**config.mk**
```make
export PLATFORM = sky130hd
export DESIGN_NAME = gpio_irq_port
export DESIGN_NICKNAME = d
export VERILOG_FILES = /design/src/rtl/gpio_irq_pkg.sv /design/src/rtl/gpio_sync.sv /design/src/rtl/gpio_irq_detect.sv /design/src/rtl/gpio_regs.sv /design/src/rtl/gpio_irq_port.sv
export SDC_FILE = /design/constraint.sdc
export NUM_CORES = 1
export LEC_CHECK = 0
export CAP_MARGIN = 20
export CELL_PAD_IN_SITES_DETAIL_PLACEMENT = 1
export CELL_PAD_IN_SITES_GLOBAL_PLACEMENT = 2
export CORE_MARGIN = 1
export CORE_UTILIZATION = 41
export DETAILED_ROUTE_END_ITERATION = 6
export DONT_BUFFER_PORTS = 1
export GPL_ROUTABILITY_DRIVEN = 0
export PLACE_DENSITY_LB_ADDON = 0.1
export RECOVER_POWER = 100
export SYNTH_ARGS = -nofsm -noshare
export SYNTH_HDL_FRONTEND = slang
export SYNTH_SLANG_ARGS = --single-unit
```
**constraint.sdc**
```tcl
create_clock -name clk -period 1.9 [get_ports clk]
set_clock_uncertainty 0.05 [all_clocks]
set_input_delay 0 -clock clk [delete_from_list [all_inputs] [get_ports clk]]
set_output_delay 0 -clock clk [all_outputs]
set_load 0.005 [all_outputs]
```
**src/rtl/gpio_irq_pkg.sv**
```systemverilog
`timescale 1ns/1ps
package gpio_irq_pkg;

  // Register index within the control region (address bits [5:2])
  typedef enum logic [3:0] {
    RIX_DIR    = 4'd0,
    RIX_SENSE  = 4'd1,
    RIX_BOTH   = 4'd2,
    RIX_POL    = 4'd3,
    RIX_MASK   = 4'd4,
    RIX_RAW    = 4'd5,
    RIX_MSTAT  = 4'd6,
    RIX_CLEAR  = 4'd7,
    RIX_TRIGEN = 4'd8
  } gpio_reg_e;

  // Region select (top two address bits)
  localparam logic [1:0] SPACE_DATA = 2'b00;
  localparam logic [1:0] SPACE_CTRL = 2'b01;

endpackage

```
**src/rtl/gpio_sync.sv**
```systemverilog
`timescale 1ns/1ps
module gpio_sync #(
  parameter int W = 8
) (
  input  logic         clk,
  input  logic         rst_n,
  input  logic [W-1:0] pin_i,
  output logic [W-1:0] sync_o,
  output logic [W-1:0] prev_o
);

  logic [W-1:0] meta_q, sync_q, prev_q;

  always_ff @(posedge clk or negedge rst_n) begin
    if (!rst_n) begin
      meta_q <= '0;
      sync_q <= '0;
      prev_q <= '0;
    end else begin
      meta_q <= pin_i;
      sync_q <= meta_q;
      prev_q <= sync_q;
    end
  end

  assign sync_o = sync_q;
  assign prev_o = prev_q;

endmodule

```
**src/rtl/gpio_irq_detect.sv**
```systemverilog
`timescale 1ns/1ps
module gpio_irq_detect #(
  parameter int W = 8
) (
  input  logic         clk,
  input  logic         rst_n,
  input  logic [W-1:0] sync_i,
  input  logic [W-1:0] prev_i,
  input  logic [W-1:0] sense_i,
  input  logic [W-1:0] both_i,
  input  logic [W-1:0] pol_i,
  input  logic [W-1:0] mask_i,
  input  logic [W-1:0] ten_i,
  input  logic [W-1:0] clr_i,
  output logic [W-1:0] raw_o,
  output logic [W-1:0] mstat_o,
  output logic         trig_o
);

  logic [W-1:0] lvl_hit, edge_hit, new_ev, raw_d, raw_q;
  logic         trig_d, trig_q;

  for (genvar g = 0; g < W; g++) begin : g_pin
    assign lvl_hit[g]  = pol_i[g] ? sync_i[g] : ~sync_i[g];
    assign edge_hit[g] = both_i[g] ? (sync_i[g] ^ prev_i[g])
                       : (pol_i[g] ? (sync_i[g] & ~prev_i[g])
                                   : (~sync_i[g] & prev_i[g]));
    assign new_ev[g]   = sense_i[g] ? (lvl_hit[g] & ~raw_q[g]) : edge_hit[g];
    assign raw_d[g]    = sense_i[g] ? lvl_hit[g]
                                    : (edge_hit[g] | (raw_q[g] & ~clr_i[g]));
  end

  assign trig_d = |(new_ev & mask_i & ten_i);

  always_ff @(posedge clk or negedge rst_n) begin
    if (!rst_n) begin
      raw_q  <= '0;
      trig_q <= 1'b0;
    end else begin
      raw_q  <= raw_d;
      trig_q <= trig_d;
    end
  end

  assign raw_o   = raw_q;
  assign mstat_o = raw_q & mask_i;
  assign trig_o  = trig_q;

  // a set edge-mode bit that was not cleared is still set next cycle
  a_r6_edge_hold: assert property (@(posedge clk) disable iff (!rst_n)
    (($past(raw_q & ~clr_i & ~sense_i) & ~sense_i & ~raw_q) == '0));

  // an edge-mode bit may only rise after a synchronized transition
  a_r5_edge_needs_change: assert property (@(posedge clk) disable iff (!rst_n)
    ((raw_q & ~$past(raw_q) & $past(~sense_i) & ~$past(sync_i ^ prev_i)) == '0));

  // a level-mode bit equals last cycle's level condition
  a_r7_level_follows: assert property (@(posedge clk) disable iff (!rst_n)
    (((raw_q ^ $past(lvl_hit)) & $past(sense_i)) == '0));

  // a trigger pulse needs a pin both masked-in and trigger-enabled
  a_r9_trig_gated: assert property (@(posedge clk) disable iff (!rst_n)
    trig_q |-> ($past(mask_i & ten_i) != '0));

endmodule

```
**src/rtl/gpio_regs.sv**
```systemverilog
`timescale 1ns/1ps
module gpio_regs
  import gpio_irq_pkg::*;
#(
  parameter int W  = 8,
  parameter int AW = 12,
  parameter int DW = 32
) (
  input  logic          clk,
  input  logic          rst_n,
  input  logic          bus_sel,
  input  logic          bus_wr,
  input  logic [AW-1:0] bus_addr,
  input  logic [DW-1:0] bus_wdata,
  output logic [DW-1:0] bus_rdata,
  input  logic [W-1:0]  sync_i,
  input  logic [W-1:0]  raw_i,
  input  logic [W-1:0]  mstat_i,
  output logic [W-1:0]  dir_o,
  output logic [W-1:0]  out_o,
  output logic [W-1:0]  sense_o,
  output logic [W-1:0]  both_o,
  output logic [W-1:0]  pol_o,
  output logic [W-1:0]  mask_o,
  output logic [W-1:0]  ten_o,
  output logic [W-1:0]  clr_o
);

  localparam int MLO = 2;
  localparam int MHI = W + 1;

  logic [1:0]   space;
  gpio_reg_e    idx;
  logic [W-1:0] amask, wval, rd_w;
  logic         wr_data, wr_ctrl;

  logic [W-1:0] dir_q, out_q, sense_q, both_q, pol_q, mask_q, ten_q;
  logic [W-1:0] dir_d, out_d, sense_d, both_d, pol_d, mask_d, ten_d;

  logic unused_bus;
  assign unused_bus = ^{bus_addr, bus_wdata};

  assign space   = bus_addr[AW-1:AW-2];
  assign idx     = gpio_reg_e'(bus_addr[5:2]);
  assign amask   = bus_addr[MHI:MLO];
  assign wval    = bus_wdata[W-1:0];
  assign wr_data = bus_sel && bus_wr && (space == SPACE_DATA);
  assign wr_ctrl = bus_sel && bus_wr && (space == SPACE_CTRL);

  // next-state
  always_comb begin
    dir_d   = dir_q;
    out_d   = out_q;
    sense_d = sense_q;
    both_d  = both_q;
    pol_d   = pol_q;
    mask_d  = mask_q;
    ten_d   = ten_q;
    clr_o   = '0;
    if (wr_data) begin
      out_d = (out_q & ~amask) | (wval & amask);
    end
    if (wr_ctrl) begin
      case (idx)
        RIX_DIR:    dir_d   = wval;
        RIX_SENSE:  sense_d = wval;
        RIX_BOTH:   both_d  = wval;
        RIX_POL:    pol_d   = wval;
        RIX_MASK:   mask_d  = wval;
        RIX_TRIGEN: ten_d   = wval;
        RIX_CLEAR:  clr_o   = wval;
        default:    ;
      endcase
    end
  end

  // registers
  always_ff @(posedge clk or negedge rst_n) begin
    if (!rst_n) begin
      dir_q   <= '0;
      out_q   <= '0;
      sense_q <= '0;
      both_q  <= '0;
      pol_q   <= '0;
      mask_q  <= '0;
      ten_q   <= '0;
    end else begin
      dir_q   <= dir_d;
      out_q   <= out_d;
      sense_q <= sense_d;
      both_q  <= both_d;
      pol_q   <= pol_d;
      mask_q  <= mask_d;
      ten_q   <= ten_d;
    end
  end

  // read mux
  always_comb begin
    rd_w = '0;
    if (space == SPACE_DATA) begin
      rd_w = ((dir_q & out_q) | (~dir_q & sync_i)) & amask;
    end else if (space == SPACE_CTRL) begin
      case (idx)
        RIX_DIR:    rd_w = dir_q;
        RIX_SENSE:  rd_w = sense_q;
        RIX_BOTH:   rd_w = both_q;
        RIX_POL:    rd_w = pol_q;
        RIX_MASK:   rd_w = mask_q;
        RIX_RAW:    rd_w = raw_i;
        RIX_MSTAT:  rd_w = mstat_i;
        RIX_TRIGEN: rd_w = ten_q;
        default:    rd_w = '0;
      endcase
    end
  end

  assign bus_rdata = {{(DW-W){1'b0}}, rd_w};

  assign dir_o   = dir_q;
  assign out_o   = out_q;
  assign sense_o = sense_q;
  assign both_o  = both_q;
  assign pol_o   = pol_q;
  assign mask_o  = mask_q;
  assign ten_o   = ten_q;

  // bits outside the write mask never move
  a_r1_write_masked: assert property (@(posedge clk) disable iff (!rst_n)
    (((out_q ^ $past(out_q)) & ~$past(wr_data ? amask : '0)) == '0));

endmodule

```
**src/rtl/gpio_irq_port.sv**
```systemverilog
`timescale 1ns/1ps
module gpio_irq_port #(
  parameter int NPINS = 8,
  parameter int AW    = 12,
  parameter int DW    = 32
) (
  input  logic             clk,
  input  logic             rst_n,
  input  logic             bus_sel,
  input  logic             bus_wr,
  input  logic [AW-1:0]    bus_addr,
  input  logic [DW-1:0]    bus_wdata,
  output logic [DW-1:0]    bus_rdata,
  input  logic [NPINS-1:0] pin_in,
  output logic [NPINS-1:0] pin_out,
  output logic [NPINS-1:0] pin_oe,
  output logic             irq_out,
  output logic             trig_out
);

  logic [NPINS-1:0] sync_v, prev_v, raw_v, mstat_v;
  logic [NPINS-1:0] dir_v, out_v, sense_v, both_v, pol_v, mask_v, ten_v, clr_v;

  gpio_sync #(.W(NPINS)) u_sync (
    .clk    (clk),
    .rst_n  (rst_n),
    .pin_i  (pin_in),
    .sync_o (sync_v),
    .prev_o (prev_v)
  );

  gpio_regs #(.W(NPINS), .AW(AW), .DW(DW)) u_regs (
    .clk       (clk),
    .rst_n     (rst_n),
    .bus_sel   (bus_sel),
    .bus_wr    (bus_wr),
    .bus_addr  (bus_addr),
    .bus_wdata (bus_wdata),
    .bus_rdata (bus_rdata),
    .sync_i    (sync_v),
    .raw_i     (raw_v),
    .mstat_i   (mstat_v),
    .dir_o     (dir_v),
    .out_o     (out_v),
    .sense_o   (sense_v),
    .both_o    (both_v),
    .pol_o     (pol_v),
    .mask_o    (mask_v),
    .ten_o     (ten_v),
    .clr_o     (clr_v)
  );

  gpio_irq_detect #(.W(NPINS)) u_det (
    .clk     (clk),
    .rst_n   (rst_n),
    .sync_i  (sync_v),
    .prev_i  (prev_v),
    .sense_i (sense_v),
    .both_i  (both_v),
    .pol_i   (pol_v),
    .mask_i  (mask_v),
    .ten_i   (ten_v),
    .clr_i   (clr_v),
    .raw_o   (raw_v),
    .mstat_o (mstat_v),
    .trig_o  (trig_out)
  );

  assign pin_out = out_v;
  assign pin_oe  = dir_v;
  assign irq_out = |mstat_v;

  // an empty mask keeps the interrupt line low
  a_r8_no_irq_unmasked: assert property (@(posedge clk) disable iff (!rst_n)
    (mask_v == '0) |-> !irq_out);

endmodule

```
---- Word level (Yosys, flattened, before mapping) ----
Index checks and enable logic that the tools add are counted.
word-level totals
  output and inout bits ................... 50
  bits in registers ....................... 89
  word-level logic and storage cells ...... 171
cells by class
  equal/unequal tests ..................... 9
  mux-type cells .......................... 45
  bitwise gates (word level) .............. 92
  reduce and logical (&&, ||, !) cells .... 13
operators by type and width
  kind                count
  $and 8x8->8         8
  $pmux 8 s8          1
  $mux 1              40
  $and 1x1->1         32
  $mux 8              4
  $not 1->1           32
  $eq 4x3->1 const B  4
  $not 8->8           2
  $or 8x8->8          2
  $reduce_or 8->1     2
  $reduce_and 2->1    6
  $eq 4x2->1 const B  2
  $or 1x1->1          8
  $xor 1x1->1         8
  $eq 4x1->1 const B  1
  $eq 4x4->1 const B  1
  $logic_not 4->1     1
  $logic_and 1x1->1   3
  $eq 2x1->1 const B  1
  $logic_not 2->1     1

---- Logic depth before layout (Yosys ltp) ----
  depth in word-level cells ............... 8
  gate-level depth with buffers ........... 7

---- Modules after synthesis ----
Synthesis repeated with hierarchy kept, for this count alone.
second synthesis, totals
  cell total of the unflattened synthesis .. 432
  area total of the unflattened synthesis .. 4909.7 µm²
modules (own cells, without submodules)
  module           area each (µm²)  seq. area each (µm²)  times used  cells an instance
  gpio_regs        3193.1           1401.3                1           269
  gpio_irq_detect  1099.8           225.2                 1           136
  gpio_sync        600.6            600.6                 1           24
  gpio_irq_port    16.3             0.0                   1           3

---- Worst setup path after synthesis ----
Ideal clock, no wire load.
  path kind ............................... register -> register
  from .................................... reg u_sync.sync_q[5], in the netlist u_sync.sync_o[5]
  to ...................................... reg u_det.trig_q, in the netlist u_det.trig_o
  buffers on the path ..................... 0
  arrival ................................. 1.429 ns
  setup slack ............................. 0.285 ns
  cell stages (with the launch flop) ...... 8
  library setup time ...................... 0.136 ns
  clock period less this slack ............ 1.615 ns
  required time ........................... 1.714 ns
  cell sequence ........................... dfrtp_1 inv_1 ha_1 mux2_2 o21ai_0 o32ai_1 a221oi_1 nand4_1
on the way
  longest elaborated chain between the ends .. 8
  elaborated cells on any way between the ends .. 12
RTL lines
  what                        RTL line                                      RTL
  from (decl)                 gpio_sync.sv:12                               logic [W-1:0] meta_q, sync_q, prev_q;
  from (signal assigned)      gpio_sync.sv:21                               sync_q <= meta_q;
  $not 1->1                   gpio_irq_detect.sv:24, gpio_irq_detect.sv:27
  $and 1x1->1                 gpio_irq_detect.sv:27                         : (~sync_i[g] & prev_i[g]));
  $mux 1                      gpio_irq_detect.sv:26                         : (pol_i[g] ? (sync_i[g] & ~prev_i[g])
  $mux 1                      gpio_irq_detect.sv:25                         assign edge_hit[g] = both_i[g] ? (sync_i[g] ^ prev_i[g])
  $mux 1 *                    gpio_irq_detect.sv:28                         assign new_ev[g] = sense_i[g] ? (lvl_hit[g] & ~raw_q[g]) : edge_hit[g];
  $and 8x8->8 * (2 in a row)  gpio_irq_detect.sv:33                         assign trig_d = |(new_ev & mask_i & ten_i);
  $reduce_or 8->1 *           gpio_irq_detect.sv:33
  via u_det.trig_d            gpio_irq_detect.sv:21                         logic trig_d, trig_q;
  to (signal assigned)        gpio_irq_detect.sv:41                         trig_q <= trig_d;
  to (decl)                   gpio_irq_detect.sv:21
Mark *: on every way through the listed nets, which the timed path passes. The rest lies on a longest branch.
A chain may end at the register's enable or synchronous reset.

---- Final worst setup path ----
  from .................................... in bus_addr[3]
  to ...................................... reg u_regs.mask_q[7], in the netlist u_regs.mask_o[7]
on the way
  longest elaborated chain between the ends .. 2
RTL lines
  what                        RTL line             RTL
  from (decl)                 gpio_irq_port.sv:11  input logic [AW-1:0] bus_addr,
  $eq 4x3->1                  gpio_regs.sv:64      case (idx)
  $reduce_and 2->1 (no line)  n/a
  to (signal assigned)        gpio_regs.sv:93      mask_q <= mask_d;
  to (decl)                   gpio_regs.sv:37      logic [W-1:0] dir_q, out_q, sense_q, both_q, pol_q, mask_q, ten_q;
No other way between the ends.

==> run metrics <==
CP Buf/Inv Count 2; Total Neg Setup Slack 0 ps; DRC Markers 9; Synth area leader dfrtp_1; synth warn 0; Gate Count Post-Synth about 450; maximum clock insertion buffer count 2; io pins 106; antenna violations before repair 0; Setup crit end u_regs.mask_o[7]; R2R cell count 7; Seq/Total Area, Yosys between 40% and 50%; post-synthesis register bit count 89; Critical Path End Type register; CTS tree done; Slowest-stage cell, CP nor3b_1; number of enable flip-flop cells after synthesis 0; initial drt markers 207; status finished, violations left; Tcrit/Tclk final 97.6%; Crit. Startpoint bus_addr[3]; Max-cap violations 0; Slew @ Worst Pin approximately 1000 ps; final number of setup-violating endpoints 0; Placed Area 4980 µm²; FF-to-FF End u_det.trig_o; Final Instance Area 5500 µm²; row cnt 39; Antenna diodes 0; synth unique cells slightly below 60; clock root buffer clkbuf_16; Critical Path, Cell by Cell dlygate4sd3_1, nor3b_1, buf_4, mux2_2; reg-to-reg critical path startpoint u_sync.sync_o[2]; worst hold slack -716 ps; H-tree depth 3; synth top area cells dfrtp_1 45%, mux2_2 15%, ha_1 4.1%, buf_4 3.8%, nand2_1 2.8%; CTS clk-pin slew, worst paths 70 ps; required time of the critical path 2090 ps; chip height 112 µm; crit path max fanout 28; final hold vios 89; FF/Latch Area 2230 µm²; Initial Util between 40% and 50%; maximum vdd drop about 0.00058 V; RSZ-0062 raised after global routing no; Mean Syn Cell Area 11.1 µm²; WL/cell 22.2 µm; ys flop type dfrtp_1; total track usage 24.2%; cts bufs inserted 9; crit path launch type input port; GRT Residual Overflow 0; via count 3527; post-synthesis cell area 4930 µm²; vias in the first global route roughly 3700; f_max 539 MHz; Crit path depth 4; Hold WC Path Type in2async; max-slew violations 0; Critical Path AT ~2100 ps; failing checks DRC, hold timing; cts hold-fix bufs 26; port bufs 0; flop2flop setup slack between 100 and 150 ps; Max stage delay on crit path around 840 ps; most numerous cell in the Yosys netlist dfrtp_1; Layout area overhead 11.7%; total clock sinks 89; slew margin rel. about a third; Core ar. between 10000 and 15000 µm²; layout cells sized above 1 19.6%; post-route ant nets 0; Post-CTS Setup Inserts 0; post-DR vias/cell 5.66; Clk Latency, worst-skew pair 350 ps; first-pass GRT wire length 22200 µm; critical path class in2reg; asr flop ratio synth 100%; DR pass1 iterations 7; fill count about 1300; list of most frequent post-synthesis cells 89 x dfrtp_1, 64 x mux2_2, 37 x nand2_1; largest net degree at the start of global routing 90; DP HPWL roughly 9200 µm; drt total wl 13900 µm; min Tclk post-route between 1500 and 2000 ps; top-area cell type share of the netlist area 45.2%; pwr dens between 800 and 900 nW/µm²; Final Net Count approximately 550; CP top delay family buffers and inverters; P_leak around 0.0024 µW; die width 112 µm; Die ar. 12500 µm²; Multi-input gate area 2430 µm²
cells in the final DEF, fill, tap and decap left out, drive strengths merged, types with 5 or more instances in the layout:
master,n
dfrtp,89
mux2,64
nand2,37
dlygate4sd3,26
a21oi,25
conb,24
inv,22
ha,16
o21ai,16
clkbuf,14
nor2b,13
nor3,13
mux2i,11
o22ai,9
xor2,8
a211oi,7
nor2,7
nand4b,7
nor3b,6
a22oi,5
nand4,5
flip-flops by register name (all words and copies together), names as in the netlist, named ones only:
register	count
u_regs.ten_o	8
u_regs.dir_o	8
u_regs.pol_o	8
u_regs.both_o	8
u_det.raw_o	8
u_sync.sync_o	8
u_det.trig_o	1
u_sync.meta_q	8
u_regs.sense_o	8
u_regs.mask_o	8
u_sync.prev_o	8
metrics by stage:
step                worst slack [ps]  utilization [%]  total power [µW]  hold slack (ps)  cells
finish                          45.4             47.6              4580             -716    623
global route                    3.70             47.6              4820             -735    623
CTS                             8.93             47.8              4650             -729    623
detailed placement              17.8             43.1              2810             -343    581
global placement                82.7             43.1              2780             -343    581
floorplan                        285                -              2710             -346    469
cell type report:
class                           count  share of cell area, %
Clock inverter                      7                   1.14
Multi-Input combinational cell    321                   44.1
Clock buffer                        9                   4.09
Tap cell                          143                   3.25
Inverter                           19                   1.30
Sequential cell                    89                   40.5
Timing Repair Buffer               35                   5.62
logic make-up after synthesis:
| family | after synthesis | synth area share, % |
|---|---|---|
| muxes | 76 | 17.3 |
| xor gates and xnor gates | 8 | 1.42 |
| and+or+nand+nor | 107 | 12.8 |
| DFF | 89 | 45.2 |
| buffers and inverters | 59 | 7.11 |
| other | 1 | 0.0761 |
| adders and majority gates | 16 | 4.06 |
| AOI/OAI and AO/OA | 90 | 12.0 |
per-layer routing:
layer | wire (µm) | up-vias | track usage, %
li1 | - | 1638 | -
met1 | 6340 | 1792 | 33.2
met2 | 6640 | 82 | 37.9
met3 | 667 | 15 | 6.37
met4 | 216 | 0 | 6.04
met5 | 0 | - | 0
power by group:
part	internal, µW	total [µW]	switching (µW)
clock network	912	1750	834
registers	2070	2290	213
logic	302	552	250
worst min path at each step:
stage	endpoint	start	depth (start not counted)	slack, ps
final	asynchronous set/reset pin	rst_n	0	-720
after global routing	u_sync.sync_o[7]	rst_n	0	-740
after CTS	u_sync.prev_o[6]	rst_n	0	-730
after detailed placement	asynchronous set/reset pin	rst_n	0	-340
after global placement	u_regs.dir_o[6]	rst_n	0	-340
after floorplan	asynchronous set/reset pin	rst_n	0	-350
timing repair:
action,in CTS,in global routing
hold endpoints to repair,161,89
resized for setup,0,6
endpoints found under the setup margin,0,3
Power figures use the tool's default switching activity.
